==> src/rtl/snd_rs_pkg.sv <==
package snd_rs_pkg;
  localparam int unsigned REG_AMP_BASE  = 8;
  localparam int unsigned REG_ENV_POS   = 12;
  localparam int unsigned REG_ENV_SHAPE = 13;
  localparam int unsigned NUM_CH        = 3;
  localparam int unsigned WAIT_W        = 3;

  typedef enum logic [1:0] {
    LANE_SEL  = 2'd0,
    LANE_ODD1 = 2'd1,
    LANE_DATA = 2'd2,
    LANE_ODD3 = 2'd3
  } lane_e;

  typedef struct packed {
    logic sel_wr;
    logic reg_wr;
    logic rd_sel;
  } acc_dec_t;

  // Wait cycles charged to one access.
  function automatic logic [WAIT_W-1:0] access_wait(input logic is_rd,
                                                     input lane_e lane,
                                                     input logic low_window);
    logic [WAIT_W-1:0] w;
    if (is_rd) w = (lane == LANE_SEL) ? WAIT_W'(4) : WAIT_W'(1);
    else       w = low_window ? WAIT_W'(1) : WAIT_W'(0);
    return w;
  endfunction
endpackage

==> src/rtl/snd_rs_decode.sv <==
module snd_rs_decode
  import snd_rs_pkg::*;
#(
  parameter int unsigned AW = 8
) (
  input  logic              acc_valid,
  input  logic              acc_write,
  input  logic [AW-1:0]     acc_addr,
  output acc_dec_t          dec,
  output logic [WAIT_W-1:0] wait_n
);
  lane_e lane;
  logic  low_window;

  assign lane       = lane_e'(acc_addr[1:0]);
  assign low_window = (acc_addr[AW-1:2] == '0);

  always_comb begin
    dec.sel_wr = acc_valid &&  acc_write && (lane == LANE_SEL);
    dec.reg_wr = acc_valid &&  acc_write && (lane == LANE_DATA);
    dec.rd_sel = acc_valid && !acc_write && (lane == LANE_SEL);
    wait_n     = acc_valid ? access_wait(!acc_write, lane, low_window) : '0;
  end
endmodule

==> src/rtl/snd_rs_bank.sv <==
module snd_rs_bank #(
  parameter int unsigned DW   = 8,
  parameter int unsigned NREG = 16,
  localparam int unsigned IW  = $clog2(NREG)
) (
  input  logic               clk,
  input  logic               rst_n,
  input  logic               sel_wr,
  input  logic               reg_wr,
  input  logic [DW-1:0]      wdata,
  output logic [DW-1:0]      sel_q,
  output logic               sel_ok,
  output logic [IW-1:0]      sel_idx,
  output logic [DW-1:0]      rd_byte,
  output logic [NREG*DW-1:0] image
);
  always_ff @(posedge clk) begin
    if (!rst_n)      sel_q <= '0;
    else if (sel_wr) sel_q <= wdata;
  end

  assign sel_ok  = (sel_q < DW'(NREG));
  assign sel_idx = sel_q[IW-1:0];

  for (genvar i = 0; i < NREG; i++) begin : g_reg
    logic [DW-1:0] q;
    always_ff @(posedge clk) begin
      if (!rst_n)                                   q <= '0;
      else if (reg_wr && sel_ok && sel_idx == IW'(i)) q <= wdata;
    end
    assign image[i*DW +: DW] = q;
  end

  assign rd_byte = sel_ok ? image[sel_idx*DW +: DW] : '1;
endmodule

==> src/rtl/snd_rs_strobe.sv <==
module snd_rs_strobe
  import snd_rs_pkg::*;
#(
  parameter int unsigned IW = 4
) (
  input  logic              clk,
  input  logic              rst_n,
  input  logic              hit,
  input  logic [IW-1:0]     idx,
  output logic              env_pos_clr,
  output logic              env_restart,
  output logic [NUM_CH-1:0] amp_upd
);
  always_ff @(posedge clk) begin
    if (!rst_n) begin
      env_pos_clr <= 1'b0;
      env_restart <= 1'b0;
    end else begin
      env_pos_clr <= hit && (idx == IW'(REG_ENV_POS));
      env_restart <= hit && (idx == IW'(REG_ENV_SHAPE));
    end
  end

  for (genvar c = 0; c < NUM_CH; c++) begin : g_amp
    always_ff @(posedge clk) begin
      if (!rst_n) amp_upd[c] <= 1'b0;
      else        amp_upd[c] <= hit && (idx == IW'(REG_AMP_BASE + c));
    end
  end
endmodule

==> src/rtl/snd_regsel_if.sv <==
module snd_regsel_if
  import snd_rs_pkg::*;
#(
  parameter int unsigned AW   = 8,
  parameter int unsigned DW   = 8,
  parameter int unsigned NREG = 16,
  localparam int unsigned IW  = $clog2(NREG)
) (
  input  logic               clk,
  input  logic               rst_n,
  input  logic               acc_valid,
  input  logic               acc_write,
  input  logic [AW-1:0]      acc_addr,
  input  logic [DW-1:0]      acc_wdata,
  output logic               rsp_valid,
  output logic [DW-1:0]      rsp_rdata,
  output logic [WAIT_W-1:0]  rsp_wait,
  output logic               env_pos_clr,
  output logic               env_restart,
  output logic [NUM_CH-1:0]  amp_upd,
  output logic [NREG*DW-1:0] reg_image
);
  acc_dec_t          dec;
  logic [WAIT_W-1:0] wait_n;
  logic [DW-1:0]     sel_q;
  logic              sel_ok;
  logic [IW-1:0]     sel_idx;
  logic [DW-1:0]     rd_byte;
  logic              reg_hit;

  snd_rs_decode #(.AW(AW)) u_dec (
    .acc_valid(acc_valid), .acc_write(acc_write), .acc_addr(acc_addr),
    .dec(dec), .wait_n(wait_n)
  );

  snd_rs_bank #(.DW(DW), .NREG(NREG)) u_bank (
    .clk(clk), .rst_n(rst_n), .sel_wr(dec.sel_wr), .reg_wr(dec.reg_wr),
    .wdata(acc_wdata), .sel_q(sel_q), .sel_ok(sel_ok), .sel_idx(sel_idx),
    .rd_byte(rd_byte), .image(reg_image)
  );

  assign reg_hit = dec.reg_wr && sel_ok;

  snd_rs_strobe #(.IW(IW)) u_stb (
    .clk(clk), .rst_n(rst_n), .hit(reg_hit), .idx(sel_idx),
    .env_pos_clr(env_pos_clr), .env_restart(env_restart), .amp_upd(amp_upd)
  );

  always_ff @(posedge clk) begin
    if (!rst_n) begin
      rsp_valid <= 1'b0;
      rsp_rdata <= '1;
      rsp_wait  <= '0;
    end else begin
      rsp_valid <= acc_valid;
      rsp_wait  <= wait_n;
      if (acc_valid) rsp_rdata <= dec.rd_sel ? rd_byte : '1;
    end
  end
endmodule

==> config.mk <==
export PLATFORM = sky130hd
export DESIGN_NAME = snd_regsel_if
export DESIGN_NICKNAME = d
export VERILOG_FILES = /design/src/rtl/snd_rs_pkg.sv /design/src/rtl/snd_rs_decode.sv /design/src/rtl/snd_rs_bank.sv /design/src/rtl/snd_rs_strobe.sv /design/src/rtl/snd_regsel_if.sv
export SDC_FILE = /design/constraint.sdc
export NUM_CORES = 1
export LEC_CHECK = 0
export BUFFER_PORTS_ARGS = -buffer_cell sky130_fd_sc_hd__buf_2
export CORE_MARGIN = 2
export CORE_UTILIZATION = 40
export CTS_BUF_LIST = sky130_fd_sc_hd__clkbuf_4 sky130_fd_sc_hd__clkbuf_8
export CTS_CLUSTER_SIZE = 30
export DETAILED_ROUTE_END_ITERATION = 10
export GPL_TIMING_DRIVEN = 0
export SLEW_MARGIN = 20
export SYNTH_ARGS = -nofsm -noshare
export SYNTH_HDL_FRONTEND = slang
export SYNTH_SLANG_ARGS = --single-unit
==> constraint.sdc <==
create_clock -name clk -period 2.4 [get_ports clk]
set_input_delay 0.12 -clock clk [delete_from_list [all_inputs] [get_ports clk]]
set_output_delay 0.12 -clock clk [all_outputs]
set_load 0.02 [all_outputs]
==> flow_summary.json <==
{
  "cts_buffers": 17,
  "synth_top_area_share_pct": 45.9,
  "worstRegToRegCells": 7,
  "preCtsSetupSlack_ps": -529,
  "postRouteAntennaNets": 0,
  "worstPathCellList": "or4_1, buf_2, buf_6, or4_1, clkbuf_1, nand2_1, a21oi_1",
  "seq_area_mm2": 0.00304,
  "cts_tree": "done",
  "nFillCells": 1587,
  "tightest_slew_ps": 806,
  "grt_usage_pct": 26.9,
  "setup.worst_path.end_class": "flop",
  "numClockSinks": 152,
  "clock.fmax_ghz": 0.433,
  "dieArea_mm2": 0.0176,
  "use_met1_pct": 35.8,
  "drt_iter0_markers": 508,
  "synthCells": 734,
  "core_mm2": 0.0164,
  "slew_headroom_pct": 46.3,
  "setup_violations": 0,
  "antenna_found_initial": 0,
  "synth_edf_count": 0,
  "whs_path_depth": 3,
  "max_stage_delay_ps": 540,
  "htree_levels": 4,
  "crit_slowest_cell": "or4_1",
  "hold_ws_ps": 22.4,
  "status": "complete, no violations",
  "boundaryPins": 165,
  "skew_ps": 11.3,
  "p_leak_nw": 3.17,
  "vias_per_cell": 5.40,
  "setup_slack_ps": 87.9,
  "cts-root-buf": "clkbuf_8",
  "std_cell_rows": 47,
  "yosysTopAreaCell": "dfxtp_1",
  "grt_pass1_vias": 5903,
  "fin_area_mm2": 0.00843,
  "multi_input_area_mm2": 0.00332,
  "gr-total-overflow": 0,
  "synthArstFlopShare_pct": 0,
  "insertion_delay_ps": 470,
  "grt-busiest-layer": "met2",
  "synth_seq_cells": 152,
  "avgSynthCellArea_um2": 9.03,
  "placed_area_mm2": 0.00768,
  "syn-cell-area_mm2": 0.00663,
  "routedWlPerCell_um": 20.4,
  "clockBufferDepth": 2,
  "die_x_um": 133,
  "dp_hpwl_um": 16700,
  "required_ps": 2740,
  "yosys_warnings": 0,
  "path_max_fanout": 10,
  "synth_nets": 754,
  "critPathLaunchType": "flop",
  "finalWeightedCongestion": 0.907,
  "fp.dieH_um": 133,
  "grt_max_degree": 17,
  "grtUsageMet2_pct": 42.4,
  "drive_above_1_share_pct": 28.7,
  "rsz0062_at_grt": "no",
  "drt_wl_total_um": 23700,
  "hold_class": "in2reg",
  "grt_use_met3_pct": 6.13,
  "crit_type": "reg2reg",
  "fin_crit_sh_pct": 96.3,
  "num_antenna_cells": 0,
  "ir_drop_uv": 354,
  "finalMaxSlewViolations": 0,
  "power.total_mw": 5.35,
  "clkTransAtPathRegs_ps": 90,
  "syn2layout_area_growth_pct": 27.1,
  "synth_seq_area_share_pct": 45.9,
  "final_nets": 948,
  "final.min_clock_period_ps": 2310,
  "firstDrtPassIters": 5,
  "hold_viol_final": 0,
  "grt_pass1_wl_um": 35400,
  "synth_cell_types": 32,
  "post-route-drc-count": 0,
  "synthTopCellsByArea": "dfxtp_1, nand2_1, mux4_2, a21oi_1, mux2i_1",
  "drv_cap": 0,
  "vias": 6273,
  "power.density_mw_per_mm2": 635,
  "cpMostUsedCell": "or4_1",
  "synthFlopType": "dfxtp_1",
  "portBuffers": 155,
  "start_util_pct": 40.4,
  "arrival_ps": 2650
}
[per-layer routing]
layer / vias to the layer above / share of wire, %
li1: 2918 / -
met3: 44 / 8.1
met1: 3021 / 42
met2: 290 / 47
met5: - / 0
met4: 0 / 3.2
[worst paths after layout]
path,to,start,slack (ps)
worst min-delay path,rsp_wait[2],acc_addr[0],20
worst max register to register,u_bank.g_reg[15].q[0],u_bank.sel_q[4],90
worst max-delay path,u_bank.g_reg[15].q[0],u_bank.sel_q[4],90
worst min register to register,u_bank.g_reg[6].q[7],u_bank.g_reg[6].q[7],470
[Yosys cell counts, drive strengths merged (5+ instances only)]
library cell / n
a21oi: 114
a22oi: 6
a31oi: 8
buf: 15
clkbuf: 51
dfxtp: 152
mux2i: 32
mux4: 32
nand2: 220
nand2b: 5
nor2: 44
nor4: 22
or4: 12
[cells by family (layout without fill, tap and decap cells)]
family | count (synthesis) | count (layout) | share of synthesized area (%)
compound gates | 129 | 129 | 10.2
buf+inv | 68 | 275 | 4.25
flops | 152 | 152 | 45.9
mux | 64 | 64 | 15.7
other cells | 1 | 1 | 0.0566
simple gates | 320 | 320 | 23.9
[power breakdown]
| group | internal [mW] | switching [mW] |
|---|---|---|
| logic | 0.0712 | 0.215 |
| registers | 2.53 | 0.00894 |
| clock network | 1.51 | 1.01 |
[flip-flops by register name (all words and copies together) (netlist names)]
register           flops
rsp_rdata              8
rsp_valid              1
rsp_wait               2
u_bank.g.q           128
u_bank.sel_q           8
u_stb.amp_upd          3
u_stb.env_pos_clr      1
u_stb.env_restart      1
[worst max-delay path, delay by kind of cell, from the launching register on]
| kind | cells | cell delay, ps |
|---|---|---|
| AO/OA/AOI/OAI | 1 | 70 |
| buffers and inverters | 3 | 590 |
| flip-flops | 1 | 330 |
| AND/OR/NAND/NOR | 3 | 1190 |
[per-stage QoR]
step | instances | utilization, % | setup TNS [ps]
3_5_place_dp | 1109 | 46.8 | -9180
6_report | 1161 | 51.4 | 0
3_3_place_gp | 1109 | 46.8 | -7350
4_1_cts | 1151 | 50.7 | 0
2_1_floorplan | 734 | - | 0
5_1_grt | 1161 | 51.4 | 0
[area by class of cell]
type	instances	area share, %
flip-flops and latches	152	36.1
well taps	220	3.27
plain buffers	64	3.27
repair buffers	177	11.8
clock inverters	12	2.90
clock buffers	20	3.19
inverters	2	0.0891
multi-input cells	514	39.4
[what timing repair did]
| action | in CTS | in global routing |
|---|---|---|
| endpoints found under the setup margin | 84 | 96 |
| pin swaps | 5 | 9 |
| setup buffers | 4 | 12 |
| hold buffers | 6 | 0 |
| endpoints found under the hold margin | 3 | 0 |
| resized for setup | 10 | 2 |
| cloned | 0 | 0 |
[placed cells by master, fill, tap and decap left out, types with 6 or more instances in the layout]
master,instances
a21oi_1,114
dlygate4sd3_1,6
nand2_1,219
nor4_4,15
mux4_2,32
buf_4,16
mux2i_1,32
clkbuf_8,19
a31oi_1,8
clkbuf_1,48
or4_1,12
a22oi_1,6
nor4_1,6
buf_2,164
dfxtp_1,152
nor2_1,44
bufinv_16,7
No activity file was read; power rests on OpenSTA's default activity.
